`config.mk`:
```
export PLATFORM = sky130hd
export DESIGN_NAME = tod_clock
export DESIGN_NICKNAME = d
export VERILOG_FILES = /design/src/rtl/tod_pkg.sv /design/src/rtl/tod_ctrl.sv /design/src/rtl/tod_dp.sv /design/src/rtl/tod_clock.sv
export SDC_FILE = /design/constraint.sdc
export NUM_CORES = 1
export LEC_CHECK = 0
export ABC_AREA = 1
export BUFFER_PORTS_ARGS = -buffer_cell sky130_fd_sc_hd__buf_4
export CAP_MARGIN = 5
export CORE_UTILIZATION = 40
export DETAILED_ROUTE_END_ITERATION = 7
export PLACE_DENSITY = 0.56
export SLEW_MARGIN = 0
export SYNTH_ARGS = -nofsm -noshare
export SYNTH_HDL_FRONTEND = slang
export SYNTH_HIERARCHICAL = 1
export SYNTH_SLANG_ARGS = --single-unit
```
`constraint.sdc`:
```
create_clock -name clk -period 14.05 [get_ports clk]
set_input_delay 1.405 -clock clk [delete_from_list [all_inputs] [get_ports clk]]
set_output_delay 1.405 -clock clk [all_outputs]
set_load 0.005 [all_outputs]
```
`src/rtl/tod_pkg.sv`:
```
package tod_pkg;
  localparam int NS_W   = 30;
  localparam int ADDR_W = 3;
  localparam logic [NS_W-1:0] NS_PER_SEC = 30'd1_000_000_000;

  typedef enum logic [1:0] {
    ACT_IDLE  = 2'd0,
    ACT_SAVE  = 2'd1,
    ACT_LOAD  = 2'd2,
    ACT_DELTA = 2'd3
  } todAction_e;

  localparam logic [ADDR_W-1:0] A_CTRL   = 3'd0;
  localparam logic [ADDR_W-1:0] A_ACTION = 3'd1;
  localparam logic [ADDR_W-1:0] A_SHNS   = 3'd2;
  localparam logic [ADDR_W-1:0] A_SHSLO  = 3'd3;
  localparam logic [ADDR_W-1:0] A_SHSHI  = 3'd4;
  localparam logic [ADDR_W-1:0] A_PERIOD = 3'd5;
  localparam logic [ADDR_W-1:0] A_ADJCFG = 3'd6;

  typedef struct packed {
    logic run;
    logic save;
    logic load;
    logic delta;
    logic tick;
    logic tickDn;
    logic wrShNs;
    logic wrShSecLo;
    logic wrShSecHi;
  } todStrobe_t;
endpackage

```
`src/rtl/tod_ctrl.sv`:
```
module tod_ctrl
  import tod_pkg::*;
#(
  parameter int INC_NS   = 8,
  parameter int SEC_HI_W = 16
) (
  input  logic              clk,
  input  logic              rstN,
  input  logic [ADDR_W-1:0] regAddr,
  input  logic              regWe,
  input  logic [31:0]       regWdata,
  output logic [31:0]       regRdata,
  input  logic [NS_W-1:0]   shNs,
  input  logic [31:0]       shSecLo,
  input  logic [SEC_HI_W-1:0] shSecHi,
  output todStrobe_t        strb
);
  localparam logic [31:0] STEP_NS = 32'(INC_NS);
  localparam logic [31:0] STEP_PS = 32'(INC_NS * 1000);

  logic       runQ;
  todAction_e actionQ;
  logic [NS_W-1:0] periodQ;
  logic       unitQ;
  logic       adjEnQ;
  logic       adjDirQ;
  logic [31:0] accQ;

  logic wrCtrl, wrAction, wrPeriod, wrCfg;
  logic [31:0] step, accSum, periodExt;
  logic corrOn, tickHit;
  logic unusedBits;

  assign wrCtrl   = regWe && (regAddr == A_CTRL);
  assign wrAction = regWe && (regAddr == A_ACTION);
  assign wrPeriod = regWe && (regAddr == A_PERIOD);
  assign wrCfg    = regWe && (regAddr == A_ADJCFG);
  assign unusedBits = regWdata[31];

  assign step      = unitQ ? STEP_NS : STEP_PS;
  assign periodExt = {2'b00, periodQ};
  assign accSum    = accQ + step;
  assign corrOn    = runQ && adjEnQ && (periodQ != '0);
  assign tickHit   = corrOn && (accSum >= periodExt);

  always_ff @(posedge clk) begin
    if (!rstN) begin
      runQ    <= 1'b0;
      actionQ <= ACT_IDLE;
      periodQ <= '0;
      unitQ   <= 1'b0;
      adjEnQ  <= 1'b0;
      adjDirQ <= 1'b0;
      accQ    <= '0;
    end else begin
      if (wrCtrl) runQ <= regWdata[0];
      if (wrAction) actionQ <= todAction_e'(regWdata[1:0]);
      else          actionQ <= ACT_IDLE;
      if (wrPeriod) {unitQ, periodQ} <= regWdata[30:0];
      if (wrCfg) {adjDirQ, adjEnQ} <= regWdata[1:0];
      if (wrPeriod || wrCfg) accQ <= '0;
      else if (tickHit)      accQ <= accSum - periodExt;
      else if (corrOn)       accQ <= accSum;
    end
  end

  always_comb begin
    strb           = '0;
    strb.run       = runQ;
    strb.save      = (actionQ == ACT_SAVE);
    strb.load      = (actionQ == ACT_LOAD);
    strb.delta     = (actionQ == ACT_DELTA);
    strb.tick      = tickHit;
    strb.tickDn    = adjDirQ;
    strb.wrShNs    = regWe && (regAddr == A_SHNS);
    strb.wrShSecLo = regWe && (regAddr == A_SHSLO);
    strb.wrShSecHi = regWe && (regAddr == A_SHSHI);
  end

  always_comb begin
    case (regAddr)
      A_CTRL:   regRdata = {31'd0, runQ};
      A_ACTION: regRdata = {30'd0, actionQ};
      A_SHNS:   regRdata = {2'd0, shNs};
      A_SHSLO:  regRdata = shSecLo;
      A_SHSHI:  regRdata = 32'(shSecHi);
      A_PERIOD: regRdata = {1'b0, unitQ, periodQ};
      A_ADJCFG: regRdata = {30'd0, adjDirQ, adjEnQ};
      default:  regRdata = '0;
    endcase
  end


  action_clear_chk: assert property (@(posedge clk) disable iff (!rstN)
    (actionQ != ACT_IDLE && !wrAction) |=> (actionQ == ACT_IDLE));


  tick_off_chk: assert property (@(posedge clk) disable iff (!rstN)
    (wrCfg && !regWdata[0]) |=> !strb.tick);
endmodule

```
`src/rtl/tod_dp.sv`:
```
module tod_dp
  import tod_pkg::*;
#(
  parameter int INC_NS   = 8,
  parameter int SEC_HI_W = 16
) (
  input  logic                 clk,
  input  logic                 rstN,
  input  todStrobe_t           strb,
  input  logic [31:0]          regWdata,
  output logic [NS_W-1:0]      shNs,
  output logic [31:0]          shSecLo,
  output logic [SEC_HI_W-1:0]  shSecHi,
  output logic [NS_W-1:0]      liveNs,
  output logic [32+SEC_HI_W-1:0] liveSec
);
  localparam int SEC_W = 32 + SEC_HI_W;
  localparam logic signed [32:0] NSPS_S = 33'sd1000000000;

  logic [NS_W-1:0]     nsQ, shNsQ, nsNext;
  logic [SEC_W-1:0]    secQ, secNext;
  logic [31:0]         shLoQ;
  logic [SEC_HI_W-1:0] shHiQ;
  logic signed [32:0]  incS, offS, sumS, fixS;

  always_comb begin
    incS = '0;
    if (strb.run) begin
      incS = 33'(INC_NS);
      if (strb.tick) incS = strb.tickDn ? (incS - 33'sd1) : (incS + 33'sd1);
    end
    offS = strb.delta ? {{3{shNsQ[NS_W-1]}}, shNsQ} : '0;
    sumS = $signed({3'b000, nsQ}) + incS + offS;
    if (sumS < 33'sd0) begin
      fixS    = sumS + NSPS_S;
      secNext = secQ - SEC_W'(1);
    end else if (sumS >= NSPS_S) begin
      fixS    = sumS - NSPS_S;
      secNext = secQ + SEC_W'(1);
    end else begin
      fixS    = sumS;
      secNext = secQ;
    end
    nsNext = fixS[NS_W-1:0];
  end

  always_ff @(posedge clk) begin
    if (!rstN) begin
      nsQ  <= '0;
      secQ <= '0;
    end else if (strb.load) begin
      nsQ  <= shNsQ;
      secQ <= {shHiQ, shLoQ};
    end else begin
      nsQ  <= nsNext;
      secQ <= secNext;
    end
  end

  always_ff @(posedge clk) begin
    if (!rstN) begin
      shNsQ <= '0;
      shLoQ <= '0;
      shHiQ <= '0;
    end else if (strb.save) begin
      shNsQ <= nsQ;
      shLoQ <= secQ[31:0];
      shHiQ <= secQ[SEC_W-1:32];
    end else begin
      if (strb.wrShNs)    shNsQ <= regWdata[NS_W-1:0];
      if (strb.wrShSecLo) shLoQ <= regWdata;
      if (strb.wrShSecHi) shHiQ <= regWdata[SEC_HI_W-1:0];
    end
  end

  assign shNs    = shNsQ;
  assign shSecLo = shLoQ;
  assign shSecHi = shHiQ;
  assign liveNs  = nsQ;
  assign liveSec = secQ;


  ns_range_chk: assert property (@(posedge clk) disable iff (!rstN)
    (!strb.load && nsQ < NS_PER_SEC) |=> (nsQ < NS_PER_SEC));


  carry_chk: assert property (@(posedge clk) disable iff (!rstN)
    (!strb.load && !strb.delta && nsQ < NS_PER_SEC) |=>
      ((nsQ < $past(nsQ)) == (secQ == $past(secQ) + SEC_W'(1))));


  load_chk: assert property (@(posedge clk) disable iff (!rstN)
    strb.load |=> (nsQ == $past(shNsQ) && secQ == $past({shHiQ, shLoQ})));


  save_chk: assert property (@(posedge clk) disable iff (!rstN)
    strb.save |=> (shNsQ == $past(nsQ) && {shHiQ, shLoQ} == $past(secQ)));


  action_onehot_chk: assert property (@(posedge clk) disable iff (!rstN)
    $onehot0({strb.save, strb.load, strb.delta}));
endmodule

```
`src/rtl/tod_clock.sv`:
```
module tod_clock
  import tod_pkg::*;
#(
  parameter int INC_NS   = 8,
  parameter int SEC_HI_W = 16
) (
  input  logic                     clk,
  input  logic                     rstN,
  input  logic [2:0]               regAddr,
  input  logic                     regWe,
  input  logic [31:0]              regWdata,
  output logic [31:0]              regRdata,
  output logic [32+SEC_HI_W-1:0]   liveSec,
  output logic [29:0]              liveNs
);
  todStrobe_t          strb;
  logic [NS_W-1:0]     shNs;
  logic [31:0]         shSecLo;
  logic [SEC_HI_W-1:0] shSecHi;

  tod_ctrl #(.INC_NS(INC_NS), .SEC_HI_W(SEC_HI_W)) ctrl_i (
    .clk(clk), .rstN(rstN), .regAddr(regAddr), .regWe(regWe),
    .regWdata(regWdata), .regRdata(regRdata), .shNs(shNs),
    .shSecLo(shSecLo), .shSecHi(shSecHi), .strb(strb)
  );

  tod_dp #(.INC_NS(INC_NS), .SEC_HI_W(SEC_HI_W)) dp_i (
    .clk(clk), .rstN(rstN), .strb(strb), .regWdata(regWdata),
    .shNs(shNs), .shSecLo(shSecLo), .shSecHi(shSecHi),
    .liveNs(liveNs), .liveSec(liveSec)
  );
endmodule

```
Yosys cells after proc, flatten, opt, wreduce, memory -nomap -nowiden
Index checks and enable logic that the tools add are counted.

operators by class
  add/subtract/negate cells = 8
  magnitude comparators = 3
  eq/ne operators = 9
  muxes and demuxes = 20
  bitwise logic cells = 1
  reduce and logical (&&, ||, !) cells = 20

operators with widths
  cell                                                                                    count
  32-bit case mux with 7 select lines                                                     1
  30-bit two-way mux                                                                      5
  48-bit two-way mux                                                                      3
  32-bit two-way mux                                                                      4
  33-bit two-way mux                                                                      3
  48-bit by 1-bit adder with 48-bit output (second input constant)                        1
  48-bit by 1-bit subtractor with 48-bit output (second input constant)                   1
  31-bit by 33-bit adder with 33-bit output                                               1
  33-bit adder                                                                            1
  33-bit by 31-bit greater-or-equal comparator with 1-bit output (second input constant)  1
  33-bit by 1-bit less-than comparator with 1-bit output (second input constant)          1
  32-bit adder                                                                            1
  32-bit by 30-bit greater-or-equal comparator with 1-bit output                          1
  16-bit two-way mux                                                                      2
  32-bit by 30-bit subtractor with 32-bit output                                          1
  30-bit by 28-bit adder with 30-bit output (second input constant)                       1
  30-bit nonzero test                                                                     1
  30-bit by 28-bit subtractor with 30-bit output (second input constant)                  1
  13-bit two-way mux                                                                      1
  1-bit logical AND                                                                       10
  3-bit equality test (second input constant)                                             3
  2-bit nonzero test                                                                      4
  3-bit by 2-bit equality test with 1-bit output (second input constant)                  2
  2-bit equality test (second input constant)                                             2
  other kinds (9)                                                                         9

word-level totals
  register bits = 224
  output and inout bits = 110
  word-level logic and storage cells = 73

Depth between registers and ports, before layout
  word-level depth = 12
  gate-level depth with buffers = 66
  depth with buffers taken out = 63

By module
Netlist, hierarchy kept.

by module, submodules not included
  module    times used  cells an instance  area an instance (um^2)  sequential area each (um^2)
  tod_dp    1           2481               14571.5                  3123.0
  tod_ctrl  1           1008               6319.8                   1361.3

Worst setup path before layout
OpenSTA, ideal clock, no wires.

  path type = reg2reg
  start point = register ctrl_i.unitQ
  end point = register dp_i.secQ[17], in the netlist dp_i/liveSec[17]
  setup time = 0.132 ns
  arrival time = 8.982 ns
  data required time = 13.918 ns
  setup slack = 4.936 ns
  stages on the path, launching flop included = 55
  buffers on the path = 3
  clock period less this slack = 9.114 ns
  cells stage by stage = dfxtp_1 inv_1 ha_1 nand2_1 nor2_1 nand3_2 nand3_2 nand2_1 nor2_1 nand3_1 xor2_1 inv_1 ha_1 nand2_1 nor2_1 nand2_1 nand2_1 a21oi_1 [19 not listed] nand3_1 nand2_2 clkinv_1 clkbuf_1 ha_1 a21oi_1 nand2_1 a21oi_1 o21ai_0 a21oi_1 o21ai_0 a21boi_0 inv_1 or2_2 nand3_1 o21ai_0 nand2_1 a21oi_1

on the way
  cells in the longest elaborated chain, start to end = 11
  elaborated cells between the ends (all ways) = 13
  those cells by class = add/sub (3); order compare (3); mux (5); reduce/logical (2)

ends and longest elaborated chain
  what                                                                line            text
  from (decl)                                                         tod_ctrl.sv:24  logic unitQ;
  from (signal assigned)                                              tod_ctrl.sv:59  if (wrPeriod) {unitQ, periodQ} <= regWdata[30:0];
  13-bit two-way mux (*)                                              tod_ctrl.sv:40  assign step = unitQ ? STEP_NS : STEP_PS;
  32-bit adder (*)                                                    tod_ctrl.sv:42  assign accSum = accQ + step;
  32-bit by 30-bit greater-or-equal comparator with 1-bit output (*)  tod_ctrl.sv:44  assign tickHit = corrOn && (accSum >= periodExt);
  1-bit logical AND (*)                                               tod_ctrl.sv:44
  named net ctrl_i.tickHit                                            tod_ctrl.sv:31  logic corrOn, tickHit;
  33-bit two-way mux (*)                                              tod_dp.sv:30    if (strb.tick) incS = strb.tickDn ? (incS - 33'sd1) : (incS + 33'sd1);
  33-bit two-way mux (*)                                              tod_dp.sv:28    if (strb.run) begin
  31-bit by 33-bit adder with 33-bit output (*)                       tod_dp.sv:33    sumS = $signed({3'b000, nsQ}) + incS + offS;
  33-bit adder (*)                                                    tod_dp.sv:33
  33-bit by 1-bit less-than comparator with 1-bit output              tod_dp.sv:34    if (sumS < 33'sd0) begin
  48-bit two-way mux                                                  tod_dp.sv:34
  48-bit two-way mux                                                  tod_dp.sv:51    end else if (strb.load) begin
  to (signal assigned)                                                tod_dp.sv:53    secQ <= {shHiQ, shLoQ};
  to (signal assigned)                                                tod_dp.sv:56    secQ <= secNext;
  to (decl)                                                           tod_dp.sv:21    logic [SEC_W-1:0] secQ, secNext;

The timed path passes the listed nets; every way through them passes the cells marked *.
A chain may end at the register's enable or synchronous reset.

==> flow_summary.ini <==
[status]
status = completed

[final_layout]
finalNetCount = 3762
seqCellArea_mm2 = 0.00448
antennaDiodeCount = 0
multi_input_area_mm2 = 0.0137
fillers = 5601
drive_gt1_share_pct = 9.66
area_growth_pct = 12.5
fin_util_pct = 45.7

[sta]
layout_setup_ws_ps = 3980
fin_worst_skew_ps = 39.5
hold_viol_final = 0
rsz0062_at_grt = no
slew_headroom_pct = 13.4
max_freq_mhz = 99.3
finalCriticalPeriod_ps = 10080
slew_viol_final = 0
worst_pin_slew_ps = 1290
period_share_pct = 71.7
fin_tns_setup_ps = 0
setup_viol = 0

[clock_tree]
post_cts_buffers = 0
cts_tree = done
cts_buffers = 29
clkSinkCount = 224
root_buffer = clkbuf_16
clkTransAtPathRegs_ps = 60
clock_latency_ps = 590
ctsHtreeMaxLevel = 1
ctsResizeCount = 0
hold_buffers = 0
cts_max_path_buffers = 3

[logic_synthesis]
ys_top_cells_by_count = nand2_1 (949), inv_1 (558), nor2_1 (337), a21oi_1 (259), o21ai_0 (258)
ys_types = 63
seq_area_frac_synth_pct = 21.5
synthArstFlopShare_pct = 0
synth_fp_nets = 3682
yosysWarnings = 6
ys_ff_latch = 224
yosys.area.top_type_share_pct = 21.5
synth-edff-count = 0
yosysMostFrequentCell = nand2_1
synth_area_mm2 = 0.0209
synth_area_leaders = dfxtp_1 (21%), nand2_1 (17%), inv_1 (10%), ha_1 (9.0%), a21oi_1 (6.2%)
synth_top_cell_by_area = dfxtp_1
synth_ff_type = dfxtp_1
syn_area_per_cell_um2 = 5.99
syn-instance-count = 3489

[critical_path]
cp-end-kind = flip-flop
critPathMaxStageDelay_ps = 610
start_kind = flip-flop
cp.required_ps = 14490
crit_fanout = 52
worstSetupPathType = flip-flop to flip-flop
cp.arrival_ps = 10510
cp_slowest_cell = buf_4
crit_top_cell = nand2_1

[hold_path]
hold_class = flip-flop to flip-flop

[drt]
vias_per_cell = 5.33
routed_wirelength_mm = 86.7
drt-pass1-iter-count = 7
dr_total_vias = 22775
drtIter0Drc = 1821
wire_per_inst_um = 20.3
final_antenna_net_count = 0
drc = 0

[power]
p_total_mw = 1.69
internal_power_mw = 1.21
pwr-share-comb_pct = 12.3
switching_share_pct = 28.3
p_leak_nw = 12.3
pwr-share-seq_pct = 39.0
clkPwrFrac_pct = 48.7
p_per_area_mw_per_mm2 = 72.0
switchingPower_mw = 0.479
max-vdd-ir-drop_uv = 99.6

[placed_design]
portBuffers = 147
place_congestion = 0.994
dp_hpwl_mm = 69.5
post-place-ws_ps = 4220

[floorplanning]
core_area_mm2 = 0.0514
start_util_pct = 40.6
io_pins = 148
die_w_um = 231
die-height_um = 231
fp.dieArea_mm2 = 0.0531
rows = 83

[global_route]
overflow = 0
grt_max_degree = 77
grt_pass1_vias = 20641
antenna_found_initial = 0
grt_usage_pct = 31.8
grt_first_pass_wirelength_mm = 129

[run]
max_cap_viol_count = 0
[stage by stage]
| step | hold slack (ps) | area (µm²) | cells |
|---|---|---|---|
| after floorplan | 448 | 20900 | 3489 |
| after detailed placement | 464 | 22500 | 4218 |
| after global routing | 485 | 23500 | 4272 |
| after CTS | 473 | 23500 | 4272 |
| after global placement | 467 | 22500 | 4218 |
| final | 470 | 23500 | 4272 |
[cell families (layout without fill, tap and decap cells)]
group                    Yosys count  in the layout  synth area share [%]
flip-flops                       224            224                  21.5
buffers and inverters            690            793                  13.0
adder cells (fa/ha/maj)          155            155                  9.46
XOR/XNOR                          83             83                  3.57
AND/OR/NAND/NOR                 1640           1640                  33.3
AO/OA/AOI/OAI                    697            697                  19.2
[critical path: cells and delay by family, from the launching register on]
kind                       cells  cell delay [ps]
AOI/OAI and AO/OA              8             1510
xor gates and xnor gates       2              340
adders and majority gates      5             1760
buffers and inverters          8             1640
DFF                            1              330
and+or+nand+nor               30             4270
[sequential cells by signal, indices dropped and copies added, names as in the netlist, 2 cells and up]
register	flops
ctrl_i/periodQ	30
dp_i/liveSec	48
dp_i/shSecLo	32
dp_i/liveNs	30
ctrl_i/actionQ	2
dp_i/shNs	30
dp_i/shSecHi	16
ctrl_i/accQ	32
[final timing paths]
check                 start          endpoint  slack [ps]  depth (start not counted)
min reg2reg  ctrl_i/accQ[8]    ctrl_i/accQ[8]         470                          2
max            ctrl_i/unitQ  dp_i/liveSec[38]        3980                         53
max reg2reg    ctrl_i/unitQ  dp_i/liveSec[38]        3980                         53
min          ctrl_i/accQ[8]    ctrl_i/accQ[8]         470                          2
[routing by layer]
metal	global-route usage (%)	wire length, µm
met5	0	0
met4	14.6	4240
met3	3.42	5530
met2	49.5	37700
met1	44.0	39300
[placed cells by master, fill, tap and decap left out, drive strengths merged, types with 9 or more instances in the layout]
cell type,instances
a21oi,268
clkbuf,37
nor2,355
xnor2,33
buf,162
nand2,981
nand3b,9
a21boi,9
nand3,185
a31oi,15
or2,27
o211ai,24
inv,580
a22o,39
o2111ai,15
nand4,31
dfxtp,224
nor3,32
xor2,50
o21ai,266
o21bai,12
nor4,16
a22oi,18
ha,150
[area by class of cell]
class	instances	area share (%)
inverters	577	9.25
flip-flops and latches	224	19.1
multi-input cells	2575	58.4
clock inverters	17	1.00
repair buffers	162	5.17
clock buffers	37	3.47
well taps	680	3.62
[power groups by stage]
stage          Combinational [mW]  Sequential, mW  Clock (mW)
3_5_place_dp                0.203           0.674           0
2_1_floorplan               0.133           0.666           0
3_3_place_gp                0.204           0.674           0
5_1_grt                     0.225           0.661       0.864
6_report                    0.208           0.660       0.823
4_1_cts                     0.204           0.660       0.839
Note: power is estimated with default switching activity, not from simulation.
